File: src/rtl/tdq_pkg.sv
package tdq_pkg;
  typedef enum logic [1:0] {
    WR_NONE    = 2'd0,
    WR_RELEASE = 2'd1,
    WR_BYPASS  = 2'd2
  } wr_src_e;

  function automatic int unsigned stamp_width(int unsigned delay, int unsigned depth);
    return $clog2(delay + depth + 1) + 1;
  endfunction
endpackage

File: src/rtl/tdq_stamp_ctr.sv
module tdq_stamp_ctr #(
  parameter int unsigned TS_W = 6
) (
  input  logic            clk_i,
  input  logic            rst_ni,
  output logic [TS_W-1:0] now_o
);
  logic [TS_W-1:0] now_q;

  always_ff @(posedge clk_i or negedge rst_ni) begin
    if (!rst_ni) now_q <= '0;
    else         now_q <= now_q + 1'b1;
  end

  assign now_o = now_q;
endmodule

File: src/rtl/tdq_ring.sv
module tdq_ring #(
  parameter int unsigned W     = 8,
  parameter int unsigned DEPTH = 4
) (
  input  logic                       clk_i,
  input  logic                       rst_ni,
  input  logic                       push_i,
  input  logic [W-1:0]               data_i,
  input  logic                       pop_i,
  output logic [W-1:0]               head_o,
  output logic [$clog2(DEPTH+1)-1:0] count_o,
  output logic                       full_o,
  output logic                       empty_o
);
  localparam int unsigned PW = (DEPTH > 1) ? $clog2(DEPTH) : 1;
  localparam int unsigned CW = $clog2(DEPTH + 1);

  logic [W-1:0]  mem_q [DEPTH];
  logic [PW-1:0] rd_q, wr_q;
  logic [CW-1:0] cnt_q;

  function automatic logic [PW-1:0] nxt(input logic [PW-1:0] p);
    return (p == PW'(DEPTH - 1)) ? '0 : p + 1'b1;
  endfunction

  always_ff @(posedge clk_i or negedge rst_ni) begin
    if (!rst_ni) begin
      rd_q  <= '0;
      wr_q  <= '0;
      cnt_q <= '0;
    end else begin
      if (push_i) wr_q <= nxt(wr_q);
      if (pop_i)  rd_q <= nxt(rd_q);
      case ({push_i, pop_i})
        2'b10:   cnt_q <= cnt_q + 1'b1;
        2'b01:   cnt_q <= cnt_q - 1'b1;
        default: cnt_q <= cnt_q;
      endcase
    end
  end

  always_ff @(posedge clk_i) begin
    if (push_i) mem_q[wr_q] <= data_i;
  end

  assign head_o  = mem_q[rd_q];
  assign count_o = cnt_q;
  assign full_o  = (cnt_q == CW'(DEPTH));
  assign empty_o = (cnt_q == '0);
endmodule

File: src/rtl/tag_delay_queue.sv
module tag_delay_queue
  import tdq_pkg::*;
#(
  parameter int unsigned TAG_W = 16,
  parameter int unsigned DEPTH = 8,
  parameter int unsigned DELAY = 20
) (
  input  logic             clk_i,
  input  logic             rst_ni,
  input  logic             bypass_i,
  input  logic             push_valid_i,
  input  logic [TAG_W-1:0] push_tag_i,
  output logic             wr_valid_o,
  output logic [TAG_W-1:0] wr_tag_o
);
  localparam int unsigned TS_W = stamp_width(DELAY, DEPTH);
  localparam int unsigned EW   = TS_W + TAG_W;
  localparam int unsigned CW   = $clog2(DEPTH + 1);

  logic [TS_W-1:0]  now;
  logic [EW-1:0]    head;
  logic [TS_W-1:0]  head_rel, age;
  logic [TAG_W-1:0] head_tag;
  logic [CW-1:0]    occ;
  logic             full, empty, due, push_acc;
  wr_src_e          src;
  logic             wr_valid_q;
  logic [TAG_W-1:0] wr_tag_q;

  tdq_stamp_ctr #(.TS_W(TS_W)) i_stamp (
    .clk_i (clk_i),
    .rst_ni(rst_ni),
    .now_o (now)
  );

  // full is judged on occupancy before this edge's release
  assign push_acc = push_valid_i && !bypass_i && !full;

  tdq_ring #(.W(EW), .DEPTH(DEPTH)) i_ring (
    .clk_i  (clk_i),
    .rst_ni (rst_ni),
    .push_i (push_acc),
    .data_i ({now + TS_W'(DELAY), push_tag_i}),
    .pop_i  (due),
    .head_o (head),
    .count_o(occ),
    .full_o (full),
    .empty_o(empty)
  );

  assign head_rel = head[EW-1:TAG_W];
  assign head_tag = head[TAG_W-1:0];
  // wrap-safe: release once now - rel is non-negative in modular sense
  assign age = now - head_rel;
  assign due = !empty && !age[TS_W-1];

  always_comb begin
    if (due)                           src = WR_RELEASE;
    else if (bypass_i && push_valid_i) src = WR_BYPASS;
    else                               src = WR_NONE;
  end

  always_ff @(posedge clk_i or negedge rst_ni) begin
    if (!rst_ni) begin
      wr_valid_q <= 1'b0;
      wr_tag_q   <= '0;
    end else begin
      wr_valid_q <= (src != WR_NONE);
      case (src)
        WR_RELEASE: wr_tag_q <= head_tag;
        WR_BYPASS:  wr_tag_q <= push_tag_i;
        default:    wr_tag_q <= wr_tag_q;
      endcase
    end
  end

  assign wr_valid_o = wr_valid_q;
  assign wr_tag_o   = wr_tag_q;
endmodule

File: config.mk
export PLATFORM = sky130hd
export DESIGN_NAME = tag_delay_queue
export DESIGN_NICKNAME = d
export VERILOG_FILES = /design/src/rtl/tdq_pkg.sv /design/src/rtl/tdq_stamp_ctr.sv /design/src/rtl/tdq_ring.sv /design/src/rtl/tag_delay_queue.sv
export SDC_FILE = /design/constraint.sdc
export NUM_CORES = 1
export LEC_CHECK = 0
export BUFFER_PORTS_ARGS = -buffer_cell sky130_fd_sc_hd__buf_2
export CORE_UTILIZATION = 50
export DETAILED_ROUTE_END_ITERATION = 6
export GPL_ROUTABILITY_DRIVEN = 0
export GPL_TIMING_DRIVEN = 0
export PLACE_DENSITY = 0.68
export SLEW_MARGIN = 40
export SYNTH_ARGS = -nofsm -noshare
export SYNTH_HDL_FRONTEND = slang
export SYNTH_SLANG_ARGS = --single-unit
File: constraint.sdc
create_clock -name clk_i -period 4.62 [get_ports clk_i]
set_clock_uncertainty 0.05 [all_clocks]
set_input_delay 0.693 -clock clk_i [delete_from_list [all_inputs] [get_ports clk_i]]
set_output_delay 0.693 -clock clk_i [all_outputs]
set_load 0.005 [all_outputs]
==> impl_metrics.json <==
{
  "status": "completed",
  "hold_violations": 0,
  "cts_buffers": 22,
  "hold_buffers": 0,
  "synth.avg_cell_area_um2": 20.2,
  "slew_headroom": 0.448,
  "core_area_um2": 16100,
  "cp_max_fo": 10,
  "syn-cell-area_um2": 8340,
  "critical_path_class": "flop to flop",
  "cp.arrival_ps": 4690,
  "nFillCells": 1167,
  "ys_warn_count": 0,
  "max_freq_ghz": 0.228,
  "routed_via_density": 5.69,
  "cp_slowest_stage_delay_ps": 450,
  "overflow": 0,
  "fin_crit_ps": 4380,
  "antenna_found_initial": 0,
  "dpl.hpwl_um": 10500,
  "synth_top_area_frac": 0.634,
  "grt_max_degree": 34,
  "clock_sinks": 209,
  "end_kind": "flop",
  "port_buffers": 36,
  "ant_nets": 0,
  "syn_nets": 445,
  "grt_setup_unrepaired": "false",
  "htree_levels": 1,
  "dieArea_um2": 17200,
  "die_w_um": 131,
  "fp-row-count": 46,
  "synth.distinct_cells": 36,
  "critPathRequiredTime_ps": 4940,
  "track_usage": 0.199,
  "layout.cells.non_filler": 717,
  "place_inst": 678,
  "post-route-period-util": 0.947,
  "r2r_cells": 18,
  "num_io_pins": 37,
  "leakagePower_uw": 0.00362,
  "synth_top_area_cell": "edfxtp_1",
  "n_antenna_cell": 0,
  "maxCapViolations": 0,
  "crit_chain": "clkbuf_1 > clkbuf_2 > mux2i_1 > ha_1 > nand4_1 > or3b_1 > o2111ai_1 > xor3_1 > o41ai_1 > buf_4 > inv_2 > ha_1 > xor2_1 > ha_1 > a21oi_1 > xor2_1 > nor2_1 > xor2_1",
  "crit_path_top_delay_cell": "clkbuf_2",
  "layout_commonest_cell": "edfxtp_1",
  "vias": 4081,
  "drv_slew": 0,
  "drive_gt1_frac": 0.293,
  "setup_viol": 0,
  "nets": 518,
  "synth-seq-cells": 209,
  "area.growth.synth_to_final_pct": 16.8,
  "final_cell_mix": "edfxtp_1, mux2i_1, buf_2",
  "grt_pass1_vias": 4493,
  "p_total_uw": 6020,
  "grt_pass1_wl_um": 25500,
  "wirelength_um": 16300,
  "critPathLaunchType": "flop",
  "ys_top_cells_by_area": "edfxtp_1, mux4_2, dfrtp_1",
  "drc": 0,
  "ys_seq_area_frac": 0.733,
  "fin_util": 0.607,
  "cts-root-buf": "clkbuf_16",
  "initialDrtViolationCount": 247,
  "clk_pin_slew_ps": 60,
  "wl_per_cell_um": 22.7,
  "insertion_delay_ps": 500,
  "vdd_drop_max_uv": 371,
  "tightestPinTransition_ps": 828,
  "cts.path.max_buffers": 3,
  "initial_core_util": 0.519,
  "p_per_area_nw_per_um2": 618,
  "dr.pass1.iters": 4,
  "cts_tree": "built",
  "hold_path_class": "input port to asynchronous set/reset pin",
  "synthCells": 412,
  "die_height_um": 131
}
==> power by group <==
group          leakage (µW)  internal (µW)  total [µW]  switching [µW]
Sequential          0.00201           2280        2420             136
Clock              0.000353           1080        1760             676
Combinational       0.00126            909        1850             938
Total               0.00362           4270        6020            1750
==> metrics by stage <==
step                      instance area [µm²]  setup TNS [ps]  worst slack [ps]  hold WS [ps]
after floorplan                          8340               0               125           347
after global placement                   8790          -18710              -680           439
after detailed placement                 9000           -1040              -450           439
after CTS                                9730               0              81.3           149
after global routing                     9740               0             0.671           153
final                                    9740               0               243           128
==> synthesized netlist by cell type <==
master / count
ha_1: 13
mux2i_1: 56
xor3_1: 1
mux4_2: 42
a221oi_1: 2
nand2b_1: 4
nand2_1: 12
mux2_4: 2
nor2b_1: 4
nand3b_1: 2
inv_2: 1
o2111ai_1: 1
buf_6: 1
nand4_1: 1
o41ai_1: 1
buf_1: 1
mux2_1: 1
mux2_2: 1
a21oi_1: 4
nor2_1: 10
a21o_1: 1
o21ai_0: 1
nand3_1: 3
o21ai_1: 1
xnor2_1: 6
clkbuf_1: 10
edfxtp_1: 176
or3b_1: 1
nor3_1: 4
xor2_1: 5
or2_1: 2
dfrtp_1: 33
a211oi_1: 1
inv_1: 3
buf_2: 3
buf_4: 2
==> routing by layer <==
| layer | vias to the layer above | routed length, µm | GRT usage |
|---|---|---|---|
| li1 | 1806 | - | - |
| met1 | 2150 | 6860 | 0.262 |
| met2 | 105 | 8410 | 0.340 |
| met3 | 20 | 754 | 0.0359 |
| met4 | 0 | 234 | 0.0536 |
| met5 | - | 0 | 0 |
==> final timing paths <==
check / startpoint / endpoint / slack [ps]
worst min register to register: i_ring.count_o[3] / i_ring.count_o[3] / 450
worst max register to register: i_ring.rd_q[2] / i_ring.count_o[2] / 240
worst max-delay path: i_ring.rd_q[2] / i_ring.count_o[2] / 240
max in group asynchronous: rst_ni / i_ring.rd_q[1] / 4000
min in group clk_i: push_tag_i[14] / i_ring.mem_q[4][14] / 430
worst min-delay path: rst_ni / i_ring.count_o[1] / 130
==> worst max-delay path: cells and delay by family, from the launching register on <==
family	cells	cell delay (ps)
buffers and inverters	4	1020
xor gates and xnor gates	4	880
adders and majority gates	3	790
and+or+nand+nor	3	590
AOI/OAI and AO/OA	3	400
DFF	1	350
muxes	1	180
==> final cells by class <==
cell class                      count  area, µm²  share of cell area
Clock buffer                       30        602              0.0618
Inverter                            4       15.0             0.00154
Multi-Input combinational cell    182       2190               0.225
Timing Repair Buffer               51        338              0.0347
Sequential cell                   209       6110               0.628
Tap cell                          216        270              0.0277
Clock inverter                     10        125              0.0128
Buffer                             15       91.3             0.00938
==> sequential cells by signal, indices dropped and copies added, names as in the netlist <==
register,flops
wr_valid_o,1
i_ring.wr_q,3
i_ring.count_o,4
i_stamp.now_o,6
i_ring.mem_q,176
wr_tag_o,16
i_ring.rd_q,3
==> cell families (layout without fill, tap and decap cells) <==
kind of cell               after synthesis  in the layout  share of synthesized area
adders and majority gates               13             13                     0.0195
muxes                                  102            102                      0.187
xor gates and xnor gates                12             12                     0.0144
DFF                                    209            209                      0.733
buffers and inverters                   21            110                     0.0117
and+or+nand+nor                         43             43                     0.0252
AOI/OAI and AO/OA                       12             12                    0.00960
==> repair_timing <==
action	in CTS	in global routing
setup endpoints to repair	3	2
setup buffers	1	0
resized for setup	2	4
cloned	0	0
No activity file was read; power rests on OpenSTA's default activity.
